===== src/rtl/llp_pkg.sv =====
package llp_pkg;
  localparam int unsigned LOC_W = 2;

  typedef enum logic [LOC_W-1:0] {
    LOC_FAST  = 2'd0,
    LOC_SLOW1 = 2'd1,
    LOC_SLOW2 = 2'd2,
    LOC_SLOW3 = 2'd3
  } loc_e;
endpackage


===== src/rtl/llp_hash.sv =====
module llp_hash #(
  parameter int unsigned ADDR_W = 32,
  parameter int unsigned IDX_W  = 8
) (
  input  logic [ADDR_W-1:0] pc_i,
  output logic [IDX_W-1:0]  idx_o
);
  // drop the 2-bit alignment, fold in the top byte
  assign idx_o = pc_i[IDX_W+1:2] ^ pc_i[ADDR_W-1 -: IDX_W];

  logic unused_bits;
  assign unused_bits = ^pc_i;
endmodule


===== src/rtl/llp_table.sv =====
module llp_table
  import llp_pkg::*;
#(
  parameter int unsigned ENTRIES = 256,
  localparam int unsigned IDX_W  = $clog2(ENTRIES)
) (
  input  logic             clk_i,
  input  logic             rst_ni,
  input  logic             rd_en_i,
  input  logic [IDX_W-1:0] rd_idx_i,
  input  logic             wr_en_i,
  input  logic [IDX_W-1:0] wr_idx_i,
  input  loc_e             wr_loc_i,
  output loc_e             rd_loc_o
);
  loc_e mem_q [ENTRIES];

  always_ff @(posedge clk_i or negedge rst_ni) begin
    if (!rst_ni) begin
      for (int i = 0; i < ENTRIES; i++) mem_q[i] <= LOC_FAST;
    end else if (wr_en_i) begin
      mem_q[wr_idx_i] <= wr_loc_i;
    end
  end

  // read samples the pre-update value on a same-cycle write
  always_ff @(posedge clk_i or negedge rst_ni) begin
    if (!rst_ni)      rd_loc_o <= LOC_FAST;
    else if (rd_en_i) rd_loc_o <= mem_q[rd_idx_i];
  end


  rd_hold_chk: assert property (@(posedge clk_i) disable iff (!rst_ni)
    !rd_en_i |=> $stable(rd_loc_o));


  rd_old_chk: assert property (@(posedge clk_i) disable iff (!rst_ni)
    (rd_en_i && wr_en_i && rd_idx_i == wr_idx_i) |=> rd_loc_o == $past(mem_q[rd_idx_i]));
endmodule


===== src/rtl/llp_stats.sv =====
module llp_stats
  import llp_pkg::*;
#(
  parameter int unsigned CNT_W = 16
) (
  input  logic             clk_i,
  input  logic             rst_ni,
  input  logic             upd_valid_i,
  input  loc_e             upd_loc_i,
  input  loc_e             upd_pred_i,
  output logic             mispredict_o,
  output logic [CNT_W-1:0] total_o,
  output logic [CNT_W-1:0] correct_o
);
  logic hit;
  assign hit = (upd_loc_i == upd_pred_i);

  always_ff @(posedge clk_i or negedge rst_ni) begin
    if (!rst_ni) begin
      mispredict_o <= 1'b0;
      total_o      <= '0;
      correct_o    <= '0;
    end else begin
      mispredict_o <= upd_valid_i && !hit;
      if (upd_valid_i) begin
        total_o <= total_o + 1'b1;
        if (hit) correct_o <= correct_o + 1'b1;
      end
    end
  end


  no_false_misp_chk: assert property (@(posedge clk_i) disable iff (!rst_ni)
    (upd_valid_i && upd_loc_i == upd_pred_i) |=> !mispredict_o);


  correct_inc_chk: assert property (@(posedge clk_i) disable iff (!rst_ni)
    (upd_valid_i && upd_loc_i == upd_pred_i) |=> correct_o == $past(correct_o) + 1'b1);


  total_hold_chk: assert property (@(posedge clk_i) disable iff (!rst_ni)
    !upd_valid_i |=> $stable(total_o) && $stable(correct_o));
endmodule


===== src/rtl/line_loc_pred.sv =====
module line_loc_pred
  import llp_pkg::*;
#(
  parameter int unsigned NUM_CORES = 4,
  parameter int unsigned ENTRIES   = 256,
  parameter int unsigned ADDR_W    = 32,
  parameter int unsigned CNT_W     = 16,
  localparam int unsigned IDX_W    = $clog2(ENTRIES),
  localparam int unsigned CORE_W   = (NUM_CORES > 1) ? $clog2(NUM_CORES) : 1
) (
  input  logic              clk_i,
  input  logic              rst_ni,
  input  logic              req_valid_i,
  input  logic [CORE_W-1:0] req_core_i,
  input  logic [ADDR_W-1:0] req_pc_i,
  input  logic              upd_valid_i,
  input  logic [CORE_W-1:0] upd_core_i,
  input  logic [ADDR_W-1:0] upd_pc_i,
  input  logic [1:0]        upd_loc_i,
  input  logic [1:0]        upd_pred_i,
  output logic              pred_valid_o,
  output logic [1:0]        pred_loc_o,
  output logic              mispredict_o,
  output logic [CNT_W-1:0]  pred_total_o,
  output logic [CNT_W-1:0]  pred_correct_o
);
  logic [IDX_W-1:0]  rd_idx, wr_idx;
  logic [CORE_W-1:0] core_q;
  loc_e              rd_loc [NUM_CORES];

  llp_hash #(.ADDR_W(ADDR_W), .IDX_W(IDX_W)) u_rd_hash (.pc_i(req_pc_i), .idx_o(rd_idx));
  llp_hash #(.ADDR_W(ADDR_W), .IDX_W(IDX_W)) u_wr_hash (.pc_i(upd_pc_i), .idx_o(wr_idx));

  for (genvar g = 0; g < NUM_CORES; g++) begin : g_core
    llp_table #(.ENTRIES(ENTRIES)) u_tbl (
      .clk_i    (clk_i),
      .rst_ni   (rst_ni),
      .rd_en_i  (req_valid_i && req_core_i == CORE_W'(g)),
      .rd_idx_i (rd_idx),
      .wr_en_i  (upd_valid_i && upd_core_i == CORE_W'(g)),
      .wr_idx_i (wr_idx),
      .wr_loc_i (loc_e'(upd_loc_i)),
      .rd_loc_o (rd_loc[g])
    );
  end

  always_ff @(posedge clk_i or negedge rst_ni) begin
    if (!rst_ni) begin
      pred_valid_o <= 1'b0;
      core_q       <= '0;
    end else begin
      pred_valid_o <= req_valid_i;
      if (req_valid_i) core_q <= req_core_i;
    end
  end

  assign pred_loc_o = rd_loc[core_q];

  llp_stats #(.CNT_W(CNT_W)) u_stats (
    .clk_i        (clk_i),
    .rst_ni       (rst_ni),
    .upd_valid_i  (upd_valid_i),
    .upd_loc_i    (loc_e'(upd_loc_i)),
    .upd_pred_i   (loc_e'(upd_pred_i)),
    .mispredict_o (mispredict_o),
    .total_o      (pred_total_o),
    .correct_o    (pred_correct_o)
  );


  pred_valid_chk: assert property (@(posedge clk_i) disable iff (!rst_ni)
    req_valid_i |=> pred_valid_o);


  pred_idle_chk: assert property (@(posedge clk_i) disable iff (!rst_ni)
    !req_valid_i |=> !pred_valid_o);


  misp_pulse_chk: assert property (@(posedge clk_i) disable iff (!rst_ni)
    !upd_valid_i |=> !mispredict_o);
endmodule


===== config.mk =====
export PLATFORM = sky130hd
export DESIGN_NAME = line_loc_pred
export DESIGN_NICKNAME = d
export VERILOG_FILES = /design/src/rtl/llp_pkg.sv /design/src/rtl/llp_hash.sv /design/src/rtl/llp_table.sv /design/src/rtl/llp_stats.sv /design/src/rtl/line_loc_pred.sv
export SDC_FILE = /design/constraint.sdc
export NUM_CORES = 2
export LEC_CHECK = 0
export ABC_AREA = 1
export BUFFER_PORTS_ARGS = -buffer_cell sky130_fd_sc_hd__buf_4
export CORE_ASPECT_RATIO = 1.25
export CORE_MARGIN = 10
export CORE_UTILIZATION = 55
export CTS_BUF_LIST = sky130_fd_sc_hd__clkbuf_8 sky130_fd_sc_hd__clkbuf_16
export DETAILED_ROUTE_END_ITERATION = 16
export PLACE_DENSITY = 0.71
export SLEW_MARGIN = 0
export SYNTH_ARGS = -nofsm -noshare
export SYNTH_HDL_FRONTEND = slang
export SYNTH_SLANG_ARGS = --single-unit

===== constraint.sdc =====
create_clock -name clk_i -period 4.6 [get_ports clk_i]
set_input_delay 0.92 -clock clk_i [delete_from_list [all_inputs] [get_ports clk_i]]
set_output_delay 0.92 -clock clk_i [all_outputs]
set_load 0.01 [all_outputs]

==> impl_metrics.tcl <==
set metrics [dict create \
    status "finished clean" \
    hpwl_um 174000 \
    wl_per_cell_um 21.5 \
    htree_levels 4 \
    max_freq_ghz 0.309 \
    start_util_pct 55.2 \
    ys_warn_count 0 \
    worstSetupEndpointType "output pin" \
    synth_cells 12527 \
    finalSetupViolations 0 \
    core_area_sq_um 180000 \
    hold_viol 0 \
    cap_violations 0 \
    syn_nets 12605 \
    hold_ws_ns 0.118 \
    synth-edff-count 0 \
    nFillCells 15585 \
    internal_power_w 0.0304 \
    vdd_drop_max_mv 0.427 \
    clock_latency_ns 0.87 \
    syn2layout_area_growth_pct 10.4 \
    fin_tns_setup_ns 0 \
    gp_congestion 0.842 \
    synth_ff_type "dfrtp_1" \
    ctsResizeCount 0 \
    die_y_um 495 \
    async_flop_share_pct 100 \
    tightest_slew_ns 1.24 \
    rsz0062_at_grt "false" \
    avgSynthCellArea_sq_um 7.91 \
    place_ws_ns 0.746 \
    synth_area_leaders "dfrtp_1, nand3_1, nand2_1" \
    hold_class "in2async" \
    layout_commonest_cell "nand2_1" \
    maxSlewHeadroom_pct 17.4 \
    final_layout_size_suffix_gt1_share_pct 6.17 \
    io_buffer_count 79 \
    multi_input_area_sq_um 42500 \
    yosysTopAreaCellShare_pct 52.8 \
    cts_num_sinks 2092 \
    wl_um 316000 \
    nets 12204 \
    placedCellCount 14294 \
    final_cell_mix "nand2_1, nand3_1, dfrtp_1" \
    fin_cells 14675 \
    vias_per_cell 6.21 \
    path_class "reg2out" \
    p_switching_w 0.0116 \
    yosysSeqAreaShare_pct 52.8 \
    grt_pass1_wl_um 498000 \
    finalCriticalPeriod_ns 3.24 \
    synth_seq_cells 2092 \
    finalWorstSetupSlack_ns 1.36 \
    power_frac_seq_pct 45.8 \
    period_share_pct 70.5 \
    clk_path_buf_depth 3 \
    final_util_pct 60.9 \
    tritoncts "yes" \
    arrival_ns 2.32 \
    syn_area_sq_um 99100 \
    grt.total_usage_pct 31.5 \
    clock_skew_ns 0.0210 \
    vias 91161 \
    register_area_sq_um 52400 \
    sw_frac_of_total_pct 27.6 \
    yosysTopAreaCell "dfrtp_1" \
    p_leak_nw 46.6 \
    synth.distinct_cells 25 \
    final_antenna_net_count 0 \
    dieArea_sq_um 198000 \
    slew_viol_final 0 \
    antenna_found_initial 5 \
    dr.pass1.iters 9 \
    postCtsSetupBuffers 0 \
    cp.required_ns 3.68 \
    hold_buffers 0 \
    clockRootBuffer "clkbuf_16" \
    worst_setup_path_start_kind "register" \
    row_count 174 \
    power_density_nw_per_um2 384 \
    top_level_ports 112 \
    grt_max_degree 140 \
    drc 0 \
    dieWidth_um 400 \
    p_clk_share_pct 41.3 \
    cp_max_fo 5 \
    drtIter0Drc 9938 \
    overflow 0 \
    first_global_vias 89479 \
    clkSlewWorstSetupHoldPaths_ns 0.06 \
    combPwrFrac_pct 12.8 \
    cts_buffers 206 \
]
==> Yosys cell counts (all sizes together) (3+ instances only) <==
master  instances
dfrtp        2092
xnor2          30
nand2        4088
o21ai        2054
nand3        3148
buf           573
a21oi           3
xor2           16
nor3            9
clkbuf        406
inv            46
nand4           3
nor2           52
==> routing by layer <==
metal  share of wire [%]  vias up  track usage, %
met5              0.0095        -               0
met4                 5.3        4            15.1
met3                 9.6      905            5.77
met2                  46     4486            50.4
met1                  39    44213            41.5
li1                    -    41553               -
==> cell type report <==
class,instances,share of cell area (%)
Inverter,46,0.184
Tap cell,2376,2.72
Clock buffer,267,5.56
Sequential cell,2092,47.8
Multi-Input combinational cell,9410,38.8
Clock inverter,110,0.805
Timing Repair Buffer,370,4.05
Antenna cell,4,0.00915
==> critical path: stages (launching register included) <==
cell and delay [ns]:
dfrtp_1 0.42, inv_1 0.14, o21ai_0 0.10, o22ai_1 0.57, buf_4 0.25
==> sequential cells by signal, indices dropped and copies added, names as in the netlist <==
signal / count
u_stats.mispredict_o: 1
u_stats.total_o: 16
core_q: 2
g_core.u_tbl.rd_loc_o: 8
pred_valid_o: 1
u_stats.correct_o: 16
g_core.u_tbl.mem_q: 2048
==> cell families after synthesis <==
family	synth area share, %
flip-flops	52.8
buffers and inverters	4.63
AND/OR/NAND/NOR	31.7
XOR/XNOR	0.426
adder cells (fa/ha/maj)	0.0253
AO/OA/AOI/OAI	10.4
==> metrics by stage <==
stage / power (W) / cell area (sq um)
3_5_place_dp: 0.0249 / 102000
3_3_place_gp: 0.0247 / 102000
6_report: 0.0420 / 109000
5_1_grt: 0.0433 / 109000
4_1_cts: 0.0421 / 109000
2_1_floorplan: 0.0224 / 99100
==> power groups by stage <==
stage / Combinational, W / Clock, W / Sequential, W
after floorplan: 0.00290 / 0 / 0.0195
after global placement: 0.00520 / 0 / 0.0195
after detailed placement: 0.00529 / 0 / 0.0196
after CTS: 0.00531 / 0.0175 / 0.0192
after global routing: 0.00576 / 0.0183 / 0.0193
final: 0.00538 / 0.0174 / 0.0192
==> final timing paths <==
| kind | from | endpoint | slack [ns] | cells past startpoint |
|---|---|---|---|---|
| setup / recovery | core_q[0]$_DFFE_PN0P_ | pred_loc_o[1] | 1.36 | 4 |
| hold / removal | rst_ni | g_core[3].u_tbl.mem_q[101]$_DFFE_PN0P_ | 0.12 | 1 |
| max in group asynchronous | rst_ni | g_core[1].u_tbl.mem_q[408]$_DFFE_PN0P_ | 3.20 | 2 |
| setup reg to reg | g_core[0].u_tbl.mem_q[261]$_DFFE_PN0P_ | g_core[0].u_tbl.rd_loc_o[1]$_DFFE_PN0P_ | 2.49 | 10 |
| hold reg to reg | u_stats.total_o[15]$_DFFE_PN0P_ | u_stats.total_o[15]$_DFFE_PN0P_ | 0.48 | 1 |
| min in group clk_i | req_valid_i | pred_valid_o$_DFF_PN0_ | 0.24 | 1 |
Note: power is estimated with default switching activity, not from simulation.
